### config.mk
export PLATFORM = sky130hd
export DESIGN_NAME = quadDacUpdater
export DESIGN_NICKNAME = d
export VERILOG_FILES = /design/src/rtl/qdacPkg.sv /design/src/rtl/dacCtrl.sv /design/src/rtl/dacDatapath.sv /design/src/rtl/quadDacUpdater.sv
export SDC_FILE = /design/constraint.sdc
export NUM_CORES = 1
export LEC_CHECK = 0
export ABC_AREA = 1
export BUFFER_PORTS_ARGS = -buffer_cell sky130_fd_sc_hd__buf_4
export CORE_UTILIZATION = 49
export DETAILED_ROUTE_END_ITERATION = 8
export GPL_TIMING_DRIVEN = 0
export PLACE_DENSITY = 0.78
export SETUP_SLACK_MARGIN = 0.15
export SYNTH_ARGS = -nofsm -noshare
export SYNTH_HDL_FRONTEND = slang
export SYNTH_SLANG_ARGS = --single-unit
export TNS_END_PERCENT = 1
### constraint.sdc
create_clock -name clk -period 1.7 [get_ports clk]
set_input_delay 0.34 -clock clk [delete_from_list [all_inputs] [get_ports clk]]
set_output_delay 0.34 -clock clk [all_outputs]
set_load 0.005 [all_outputs]
### src/rtl/qdacPkg.sv
package qdacPkg;
  localparam int FRAME_W  = 32;
  localparam int CODE_W   = 16;
  localparam int MAX_CH   = 4;
  localparam int CMD_LSB  = 24;
  localparam int ADDR_LSB = 20;
  localparam int CODE_LSB = 4;
  localparam int PWR_LSB  = 8;

  localparam logic [3:0] CMD_WR_IN      = 4'h0;
  localparam logic [3:0] CMD_IN_TO_OUT  = 4'h1;
  localparam logic [3:0] CMD_WR_UPD_ALL = 4'h2;
  localparam logic [3:0] CMD_WR_UPD     = 4'h3;
  localparam logic [3:0] CMD_PWR        = 4'h4;
  localparam logic [3:0] CMD_CLR_CODE   = 4'h5;
  localparam logic [3:0] CMD_OVERRIDE   = 4'h6;
  localparam logic [3:0] CMD_RESET      = 4'h7;
  localparam logic [3:0] ADDR_ALL       = 4'hF;

  localparam logic [CODE_W-1:0] CODE_ZERO = 16'h0000;
  localparam logic [CODE_W-1:0] CODE_MID  = 16'h8000;
  localparam logic [CODE_W-1:0] CODE_FULL = 16'hFFFF;

  // strobes handed from control to datapath, one cycle each
  typedef struct packed {
    logic              doReset;
    logic [CODE_W-1:0] resetVal;
    logic              doClear;
    logic [CODE_W-1:0] clearVal;
    logic [MAX_CH-1:0] wrIn;
    logic [CODE_W-1:0] wrData;
    logic [MAX_CH-1:0] upd;
    logic [MAX_CH-1:0] pwrWr;
    logic [1:0]        pwrVal;
  } strobeT;
endpackage

### src/rtl/dacCtrl.sv
module dacCtrl
  import qdacPkg::*;
#(
  parameter int NUM_CH = 4
) (
  input  logic               clk,
  input  logic               rstN,
  input  logic               frameValid,
  input  logic [FRAME_W-1:0] frameData,
  input  logic               loadN,
  input  logic               clearN,
  input  logic               presetMid,
  output strobeT             stb
);
  localparam logic [3:0]        NUM_CH4  = 4'(NUM_CH);
  localparam logic [MAX_CH-1:0] ALL_MASK = MAX_CH'((1 << NUM_CH) - 1);

  logic [3:0]        cmd;
  logic [3:0]        addr;
  logic [MAX_CH-1:0] chSel;
  logic [MAX_CH-1:0] effLoad;
  logic [MAX_CH-1:0] ovrFull;
  logic [1:0]        clrCode;
  logic [NUM_CH-1:0] ovr;
  logic              ldPrev;
  logic              clrPrev;
  logic              isRst;
  logic              clrEdge;
  logic              ldEdge;

  assign cmd     = frameData[CMD_LSB +: 4];
  assign addr    = frameData[ADDR_LSB +: 4];
  assign isRst   = frameValid && (cmd == CMD_RESET);
  assign clrEdge = clrPrev && !clearN;
  assign ldEdge  = ldPrev && !loadN && clearN;
  assign ovrFull = MAX_CH'(ovr);
  assign effLoad = {MAX_CH{!loadN}} | ovrFull;

  always_comb begin
    chSel = '0;
    if (addr == ADDR_ALL) chSel = ALL_MASK;
    else if (addr < NUM_CH4) chSel[addr[1:0]] = 1'b1;
  end

  always_comb begin
    stb          = '0;
    stb.doReset  = !rstN || isRst;
    stb.resetVal = presetMid ? CODE_MID : CODE_ZERO;
    stb.wrData   = frameData[CODE_LSB +: CODE_W];
    stb.pwrVal   = frameData[PWR_LSB +: 2];
    stb.doClear  = clrEdge && (clrCode != 2'b11) && !isRst;
    unique case (clrCode)
      2'b01:   stb.clearVal = CODE_MID;
      2'b10:   stb.clearVal = CODE_FULL;
      default: stb.clearVal = CODE_ZERO;
    endcase
    if (frameValid) begin
      unique case (cmd)
        CMD_WR_IN: begin
          stb.wrIn = chSel;
          stb.upd  = chSel & effLoad;
        end
        CMD_IN_TO_OUT: stb.upd = chSel;
        CMD_WR_UPD_ALL: begin
          stb.wrIn = chSel;
          stb.upd  = (|chSel) ? ALL_MASK : '0;
        end
        CMD_WR_UPD: begin
          stb.wrIn = chSel;
          stb.upd  = chSel;
        end
        CMD_PWR: stb.pwrWr = frameData[MAX_CH-1:0] & ALL_MASK;
        default: ;
      endcase
    end
    if (ldEdge && !isRst) stb.upd = ALL_MASK;
  end

  always_ff @(posedge clk) begin
    if (!rstN) begin
      clrCode <= 2'b00;
      ovr     <= '0;
      ldPrev  <= 1'b0;
      clrPrev <= 1'b0;
    end else begin
      ldPrev  <= loadN;
      clrPrev <= clearN;
      if (isRst) begin
        clrCode <= 2'b00;
        ovr     <= '0;
      end else if (frameValid && cmd == CMD_CLR_CODE) begin
        clrCode <= frameData[1:0];
      end else if (frameValid && cmd == CMD_OVERRIDE) begin
        ovr <= frameData[NUM_CH-1:0];
      end
    end
  end
endmodule

### src/rtl/dacDatapath.sv
module dacDatapath
  import qdacPkg::*;
#(
  parameter int NUM_CH = 4
) (
  input  logic                     clk,
  input  strobeT                   stb,
  output logic [NUM_CH*CODE_W-1:0] dacCode,
  output logic [NUM_CH*2-1:0]      pwrMode
);
  for (genvar c = 0; c < NUM_CH; c++) begin : g_ch
    logic [CODE_W-1:0] inReg;
    logic [CODE_W-1:0] outReg;
    logic [1:0]        pwr;
    logic [CODE_W-1:0] nextIn;

    // write lands first so a same-cycle copy carries the new code
    assign nextIn = stb.wrIn[c] ? stb.wrData : inReg;

    always_ff @(posedge clk) begin
      if (stb.doReset) begin
        inReg  <= stb.resetVal;
        outReg <= stb.resetVal;
        pwr    <= 2'b00;
      end else begin
        if (stb.doClear) begin
          inReg  <= stb.clearVal;
          outReg <= stb.clearVal;
        end else begin
          inReg <= nextIn;
          if (stb.upd[c]) outReg <= nextIn;
        end
        if (stb.pwrWr[c]) pwr <= stb.pwrVal;
      end
    end

    assign dacCode[c*CODE_W +: CODE_W] = outReg;
    assign pwrMode[c*2 +: 2]           = pwr;
  end
endmodule

### src/rtl/quadDacUpdater.sv
module quadDacUpdater #(
  parameter int NUM_CH = 4
) (
  input  logic               clk,
  input  logic               rstN,
  input  logic               frameValid,
  input  logic [31:0]        frameData,
  input  logic               loadN,
  input  logic               clearN,
  input  logic               presetMid,
  output logic [NUM_CH*16-1:0] dacCode,
  output logic [NUM_CH*2-1:0]  pwrMode
);
  qdacPkg::strobeT stb;

  dacCtrl #(.NUM_CH(NUM_CH)) i_ctrl (
    .clk(clk), .rstN(rstN), .frameValid(frameValid), .frameData(frameData),
    .loadN(loadN), .clearN(clearN), .presetMid(presetMid), .stb(stb)
  );

  dacDatapath #(.NUM_CH(NUM_CH)) i_dp (
    .clk(clk), .stb(stb), .dacCode(dacCode), .pwrMode(pwrMode)
  );
endmodule

# Yosys cells after proc, flatten, opt, wreduce, memory -nomap -nowiden
# Cells that the tools add are included.
# classes
n_lt_le_gt_ge,3
eq_ne,11
muxes,37
bitwise_logic,4
n_reduce_logical,25
# op_table
cell,n
$mux W16,25
$pmux W16 S2,1
$mux W4,7
$eq A4 B3 Y1 const B,4
$pmux W4 S3,1
$reduce_bool A3 Y1,4
$logic_and A1 B1 Y1,10
$eq A4 B2 Y1 const B,2
$mux W8,1
$and A4 B4 Y4,1
$eq A4 B1 Y1 const B,1
$eq A4 B4 Y1 const B,1
$logic_not A1 Y1,4
$logic_not A4 Y1,1
$lt A4 B3 Y1 const B,1
$or A4 B4 Y4,1
$reduce_or A2 Y1,2
$reduce_or A4 Y1,1
$lt A2 B3 Y1 const B,1
$reduce_or A3 Y1,1
$demux W1 S2,1
$eq A2 B1 Y1 const B,1
$eq A2 B2 Y1 const B,1
$ge A2 B1 Y1 const B,1
other kinds (5),6
# word_totals
regBits,144
in_bits,38
out_inout_bits,72
word_cells,96

# Longest topological paths before layout
# Gate-level depths: netlist of the first run.
# depth
word_depth,14
mapped_depth,10
mapped_depth_nobuf,10

# Modules after synthesis
# From an unflattened synthesis of the first run, not the netlist that was laid out.
# unflattened
cells_unflattened,785
hier_area_um2,6409.9
# by_module_without_submodules
mod,n_inst,cells_per_inst,area_each_um2,seq_area_each_um2
dacDatapath,1,619,5358.9,3363.2
dacCtrl,1,166,1051.0,160.2

# Worst setup path after synthesis of the first run
# OpenSTA, ideal clock, no wires.
# synth_timing
kind,in2reg
from,input port frameData[23]
to,"register i_dp.g_ch[1].outReg[0], enable pin"
setup_ns,0.372
t_arrival_ns,1.341
required_time_ns,1.328
path_slack_ns,-0.012
cell_stages,7
path_buffers,0
path_cell_list,nor2_1 -> nand2_1 -> nand2_1 -> nand2_1 -> nand2_1 -> nand2_1 -> nand2_1
# synth_via
elab_chain_cells,9
word_cells_on_any_way,11
classes_between,order compare: 1; eq/ne: 1; mux: 6; bitwise: 1; reduce/logical: 2
# synth_lines
item,line,source
start: declaration,quadDacUpdater.sv:7,"input logic [31:0] frameData,"
$lt A4 B3 Y1,dacCtrl.sv:42,else if (addr < NUM_CH4) chSel[addr[1:0]] = 1'b1;
$mux W4,dacCtrl.sv:42,
$mux W4 *,dacCtrl.sv:41,if (addr == ADDR_ALL) chSel = ALL_MASK;
$reduce_or A4 Y1,dacCtrl.sv:66,stb.upd = (|chSel) ? ALL_MASK : '0;
$mux W4,dacCtrl.sv:66,
$pmux W4 S3 *,dacCtrl.sv:58,unique case (cmd)
$mux W8 *,dacCtrl.sv:57,if (frameValid) begin
$mux W4 *,dacCtrl.sv:76,if (ldEdge && !isRst) stb.upd = ALL_MASK;
$reduce_bool A3 Y1 (no source line) *,--,
end signal: assignment,dacDatapath.sv:23,outReg <= stb.resetVal;
end signal: assignment,dacDatapath.sv:28,outReg <= stb.clearVal;
end signal: assignment,dacDatapath.sv:31,if (stb.upd[c]) outReg <= nextIn;
end: declaration,dacDatapath.sv:13,logic [CODE_W-1:0] outReg;
# Mark *: on every way between the ends. The rest lies on a longest branch, timed or not.
# A chain may end at the register's enable or synchronous reset.

# Final worst setup path of the first run
# layout_timing
from,register i_ctrl.clrCode[0]
to,"register i_dp.g_ch[1].outReg[10], data pin"
# layout_via
elab_chain_cells,5
word_cells_on_any_way,8
classes_between,eq/ne: 3; mux: 3; reduce/logical: 2
# layout_lines
item,line,source
start: declaration,dacCtrl.sv:23,logic [1:0] clrCode;
start signal: assignment,dacCtrl.sv:92,clrCode <= frameData[1:0];
branches (longest 3 deep; another with $pmux W16 S2),--,
$mux W16 *,dacDatapath.sv:26,if (stb.doClear) begin
$mux W16 *,dacDatapath.sv:21,if (stb.doReset) begin
# Mark *: on every way between the ends.

==> results of run 1 <==
[cells by family (layout without fill, tap and decap cells)]
| kind of cell | count (synthesis) | in the layout | synth area share |
|---|---|---|---|
| AO/OA/AOI/OAI | 111 | 111 | 0.113 |
| adder cells (fa/ha/maj) | 2 | 2 | 0.00456 |
| AND/OR/NAND/NOR | 200 | 200 | 0.161 |
| flip-flops | 144 | 144 | 0.642 |
| buffers and inverters | 99 | 237 | 0.0798 |
[layout by cell type (no fill, tap or decap), types with 2 or more instances in the layout]
master and n:
a211oi_1 10, a21oi_1 4, a31oi_1 25, a31oi_2 5
buf_2 8, buf_4 112, buf_6 7, bufinv_16 4
clkbuf_16 17, clkbuf_2 5, clkinv_2 3, clkinv_4 2
clkinvlp_4 3, dfxtp_1 78, dfxtp_2 2, edfxtp_1 64
inv_1 68, inv_2 4, nand2_1 115, nand2_2 2
nand2_4 5, nand2_8 4, nand3_1 39, nor2_1 24
nor2_2 3, nor2_4 4, nor3_1 2, o21ai_0 22
o21ai_1 43, o21ai_2 2
[per-layer routing]
layer,GRT usage,share of wire,up-vias
met4,0.121,0.035,0
met3,0.0690,0.074,47
li1,-,-,2108
met1,0.301,0.40,2103
met5,0,0,-
met2,0.414,0.49,213
[cell type report]
| type | instances | area, um^2 |
|---|---|---|
| clock buffer | 19 | 443 |
| sequential | 144 | 3530 |
| tap | 140 | 175 |
| inverter | 72 | 270 |
| timing repair buffer | 106 | 808 |
| clock inverter | 13 | 184 |
| multi-input combinational | 313 | 1660 |
| fill | 803 | 3620 |
| buffer | 27 | 196 |
[sequential cells by signal, summed over array words and instances (netlist names)]
name and cells:
i_dp.g_ch.inReg 64, i_dp.g_ch.outReg 64, i_dp.g_ch.pwr 8, i_ctrl.ovr 4
i_ctrl.clrCode 2, i_ctrl.clrPrev 1, i_ctrl.ldPrev 1
[power by group through the flow]
stage	Combinational (mW)	Clock (mW)	Sequential, mW
final	0.794	3.91	3.94
after global routing	0.863	4.07	3.96
after CTS	0.773	3.90	3.94
after detailed placement	0.718	0	4.02
after global placement	0.702	0	4.01
after floorplan	0.305	0	4.01
[worst min-delay path by stage]
stage	start	to	slack, ns	cells after the start
finish	clearN	i_ctrl.clrPrev	0.008	3
CTS	clearN	i_ctrl.clrPrev	0.006	3
global placement	i_ctrl.ovr[2]	i_ctrl.ovr[2]	0.46	2
floorplan	rstN	i_ctrl.clrPrev	0.43	2
detailed placement	i_ctrl.ovr[3]	i_ctrl.ovr[3]	0.46	2
global route	clearN	i_ctrl.clrPrev	0.01	3
[timing repair]
action | 4_1_cts | 5_1_grt
hold buffers | 0 | 0
buffers inserted | 1 | 0
setup endpoints to repair | 185 | 136
pin swaps | 2 | 0
gates resized for setup | 32 | 23
[critical path: stages (launching register included)]
cell and delay (ns):
dfxtp_2 0.33, inv_1 0.07, ha_1 0.21, nor2_4 0.06, nor2_4 0.16, inv_2 0.09
buf_6 0.15, a31oi_2 0.24
[per-stage QoR]
step                      cells  setup WS [ns]  total power [mW]  utilization
after CTS                   834          0.102              8.62        0.662
after global routing        834          0.133              8.89        0.667
final                       834          0.186              8.65        0.667
after global placement      801         -0.426              4.71        0.592
after detailed placement    801         -0.511              4.73        0.592
after floorplan             556        -0.0123              4.32            -
==> impl_metrics.env, run 1 <==
export IMPL_drt_iter0_drc=436
export IMPL_rrSetupSlack_ns=0.19
export IMPL_min_period_ns=1.51
export IMPL_via_per_inst=5.36
export IMPL_yosys_area_top_type="edfxtp_1"
export IMPL_syn_instance_count=556
export IMPL_seqPwrFrac=0.456
export IMPL_maxSlewViolCount=0
export IMPL_skew_ns=0.00619
export IMPL_routed_wl_um=13800
export IMPL_seq_area_frac_synth=0.642
export IMPL_endpoint_kind="register"
export IMPL_async_flop_share=0
export IMPL_max_slew_worst_pin_slew_ns=0.416
export IMPL_via_count=4471
export IMPL_synth_edff_count=64
export IMPL_ios=110
export IMPL_worst_path_max_fanout=10
export IMPL_hold_viol=0
export IMPL_fin_hold_ws_ns=0.00764
export IMPL_die_h_um=108
export IMPL_grt_pass1_vias=4247
export IMPL_coreArea_mm2=0.0109
export IMPL_place_gp_congestion=0.889
export IMPL_clock_latency_ns=0.54
export IMPL_root_buffer="clkbuf_8"
export IMPL_port_buffers=105
export IMPL_die_w_um=108
export IMPL_min_path_type="in -> reg"
export IMPL_h_tree_depth=4
export IMPL_cts_buffers=17
export IMPL_die_area_mm2=0.0116
export IMPL_synth_top_area_frac=0.350
export IMPL_p_int_mw=6.69
export IMPL_cts_max_path_buffers=2
export IMPL_cp_start_kind="register"
export IMPL_p_clk_frac=0.452
export IMPL_critPathLaunch="i_ctrl.clrCode[0]"
export IMPL_synth_top_cells_by_area="edfxtp_1 (35%), dfxtp_1 (29%), nand2_1 (8.2%)"
export IMPL_dp_hpwl_um=9120
export IMPL_final_antenna_net_count=0
export IMPL_rsz0062_at_grt="true"
export IMPL_maxCapViolations=0
export IMPL_syn_to_final_growth_pct=32.4
export IMPL_swShare=0.226
export IMPL_grt_use_total=0.251
export IMPL_setup_viol_count_final=0
export IMPL_synth_commonest_cells="nand2_1 (120), dfxtp_1 (80), inv_1 (70)"
export IMPL_critPathKind="reg -> reg"
export IMPL_clk_pin_slew_ns=0.06
export IMPL_drc=0
export IMPL_final_net_count=721
export IMPL_rows=38
export IMPL_syn_area_per_cell_um2=9.87
export IMPL_ys_warnings_count=0
export IMPL_diodes=0
export IMPL_start_util=0.504
export IMPL_crit_arrival_ns=1.86
export IMPL_syn_cell_area_mm2=0.00549
export IMPL_p_switching_mw=1.96
export IMPL_pwr_share_comb=0.092
export IMPL_worstReg2RegStart="i_ctrl.clrCode[0]"
export IMPL_wire_per_inst_um=16.5
export IMPL_clock_sinks=144
export IMPL_drt_first_pass_iters=5
export IMPL_grt_antenna_before_repair=0
export IMPL_grt_pass1_wl_um=21600
export IMPL_overflow=0
export IMPL_slew_headroom=0.720
export IMPL_yosysUniqueCellTypes=25
export IMPL_power_density_mw_per_mm2=1190
export IMPL_ir_worst_vdd_uv=705
export IMPL_cts_tree="yes"
export IMPL_synth_nets=596
export IMPL_p_leak_nw=3.32
export IMPL_layout_drive_gt1_share=0.285
export IMPL_period_share=0.891
export IMPL_place_area_mm2=0.00645
export IMPL_r2r_cells=7
export IMPL_r2r_end="i_dp.g_ch[1].outReg[10]"
export IMPL_crit_end="i_dp.g_ch[1].outReg[10]"
export IMPL_synth_main_ff_cell="dfxtp_1"
export IMPL_tns_ns=0
export IMPL_synth_seq_cells=144
export IMPL_finalInstanceArea_mm2=0.00726
export IMPL_outcome="finished clean"
export IMPL_cp_required_ns=2.05
export IMPL_grt_max_degree=17
export IMPL_fmax_mhz=660
export IMPL_yosysMostFrequentCell="nand2_1"
Power figures use the tool's default switching activity.
==> inputs of run 2 (changes only) <==
REMOVE_ABC_BUFFERS = 1   (was unset)
==> impl_metrics.env, run 2 (synthesis results as in run 1) <==
export IMPL_ir_worst_vdd_uv=601
export IMPL_place_ws_ns=-1.07
export IMPL_min_delay_start="clearN"
export IMPL_hold_viol=0
export IMPL_start_util=0.504
export IMPL_skew_ns=0.00926
export IMPL_via_per_inst=5.37
export IMPL_die_h_um=108
export IMPL_path_cells="ha_4 > nor2_4 > inv_2 > nor2_4 > nor2_4 > clkinvlp_4 > clkbuf_16 > a31oi_4"
export IMPL_crit_top_cell="nor2_4"
export IMPL_p_leak_nw=3.27
export IMPL_grt_antenna_before_repair=0
export IMPL_min_path_type="in -> reg"
export IMPL_period_share=0.961
export IMPL_endpoint_kind="register"
export IMPL_crit_arrival_ns=2.00
export IMPL_crit_family="buffers and inverters"
export IMPL_fmax_mhz=612
export IMPL_max_slew_worst_pin_slew_ns=0.468
export IMPL_syn_to_final_growth_pct=35.5
export IMPL_die_area_mm2=0.0116
export IMPL_critPathKind="reg -> reg"
export IMPL_rsz0062_at_grt="true"
export IMPL_root_buffer="clkbuf_8"
export IMPL_setup_viol_count_final=0
export IMPL_routed_wl_um=14300
export IMPL_worst_path_max_fanout=7
export IMPL_clock_latency_ns=0.53
export IMPL_reg_top3="i_dp.g_ch.inReg (64), i_dp.g_ch.outReg (64), i_dp.g_ch.pwr (8)"
export IMPL_via_count=4444
export IMPL_layout_commonest_cell="buf_4"
export IMPL_crit_buf_inv=3
export IMPL_grt_pass1_vias=4275
export IMPL_die_w_um=108
export IMPL_wire_per_inst_um=17.3
export IMPL_ios=110
export IMPL_crit_slowest_cell="dfxtp_4"
export IMPL_layout_drive_gt1_share=0.310
export IMPL_cts_tree="yes"
export IMPL_worstReg2RegStart="i_ctrl.clrCode[1]"
export IMPL_coreArea_mm2=0.0109
export IMPL_final_cell_mix="buf_4 (115), nand2_1 (114), dfxtp_1 (78)"
export IMPL_critPathLaunch="i_ctrl.clrCode[1]"
export IMPL_grt_pass1_wl_um=21100
export IMPL_max_stage_delay_ns=0.37
export IMPL_clock_sinks=144
export IMPL_drt_first_pass_iters=5
export IMPL_rows=38
export IMPL_maxSlewViolCount=0
export IMPL_grt_max_degree=32
export IMPL_fin_ws_ns=0.0664
export IMPL_min_period_ns=1.63
export IMPL_rrSetupSlack_ns=0.07
export IMPL_fillers=752
export IMPL_final_net_count=714
export IMPL_place_gp_congestion=0.817
export IMPL_register_area_mm2=0.00353
export IMPL_cts_max_path_buffers=2
export IMPL_drc=0
export IMPL_drt_iter0_drc=303
export IMPL_slew_headroom=0.687
export IMPL_cp_required_ns=2.07
export IMPL_maxCapViolations=0
export IMPL_dp_hpwl_um=7850
export IMPL_overflow=0
export IMPL_outcome="finished clean"
export IMPL_final_antenna_net_count=0
export IMPL_multiInputGateArea_mm2=0.00189
export IMPL_diodes=0
export IMPL_utilization=0.683
export IMPL_clk_pin_slew_ns=0.06
export IMPL_cts_buffers=17
export IMPL_h_tree_depth=4
export IMPL_power_density_mw_per_mm2=1130
export IMPL_cp_start_kind="register"
export IMPL_port_buffers=105
export IMPL_grt_use_total=0.246
==> run 2: changes by cell type in the layout (fill, tap and decap cells not counted), sizes merged <==
| cell | change |
|---|---|
| nand2 | +1 |
| inv | +2 |
| nor2 | +2 |
| clkbuf | -4 |
| clkinvlp | +5 |
| buf | -8 |
| clkinv | -3 |
| bufinv | -2 |
==> run 2: area by class of cell <==
type	count	area share
timing repair buffer	121	0.131
clock inverter	13	0.0202
sequential	144	0.475
multi-input combinational	316	0.254
timing repair inverter	2	0.00202
tap	140	0.0236
inverter	72	0.0374
clock buffer	19	0.0581
==> run 2: worst paths after layout <==
path                             end  cells after the start
max          i_dp.g_ch[1].outReg[13]                      8
min                   i_ctrl.clrPrev                      3
max reg2reg  i_dp.g_ch[1].outReg[13]                      8
min reg2reg            i_ctrl.ovr[2]                      2
==> run 2: power breakdown <==
| part | total, mW | switching [mW] | internal (mW) |
|---|---|---|---|
| Combinational | 0.849 | 0.476 | 0.373 |
| Sequential | 3.94 | 0.0770 | 3.87 |
| Clock | 3.63 | 1.48 | 2.15 |
==> run 2: worst register-to-register path: stages, from the launching register on <==
cell and delay (ns):
dfxtp_4 0.37, ha_4 0.14, nor2_4 0.04, inv_2 0.07
nor2_4 0.05, nor2_4 0.22, clkinvlp_4 0.21, clkbuf_16 0.22
a31oi_4 0.16
==> run 2: per-layer routing <==
metal | track usage | vias to the layer above | part of all wire
met4 | 0.144 | 0 | 0.038
met2 | 0.400 | 185 | 0.50
met3 | 0.0569 | 43 | 0.068
met1 | 0.297 | 2114 | 0.40
li1 | - | 2102 | -
met5 | 0 | - | 0
==> run 2: per-stage QoR <==
step | instance area, um^2 | setup TNS, ns | instances | power, mW | hold WS, ns
after floorplan | 5320 | -69.18 | 529 | 4.29 | 0.433
after global placement | 6280 | -186.64 | 774 | 4.68 | 0.461
after detailed placement | 6290 | -147.25 | 774 | 4.70 | 0.466
after CTS | 7260 | 0 | 825 | 8.38 | 0.0142
after global routing | 7440 | 0 | 827 | 8.70 | 0.0238
final | 7440 | 0 | 827 | 8.42 | 0.0261
==> run 2: repair_timing <==
item | 4_1_cts | 5_1_grt
pin swaps | 6 | 3
resized for setup | 47 | 24
gates cloned | 5 | 1
endpoints found under the hold margin | 0 | 0
setup endpoints to repair | 192 | 157
buffers inserted | 14 | 1
hold buffers | 0 | 0
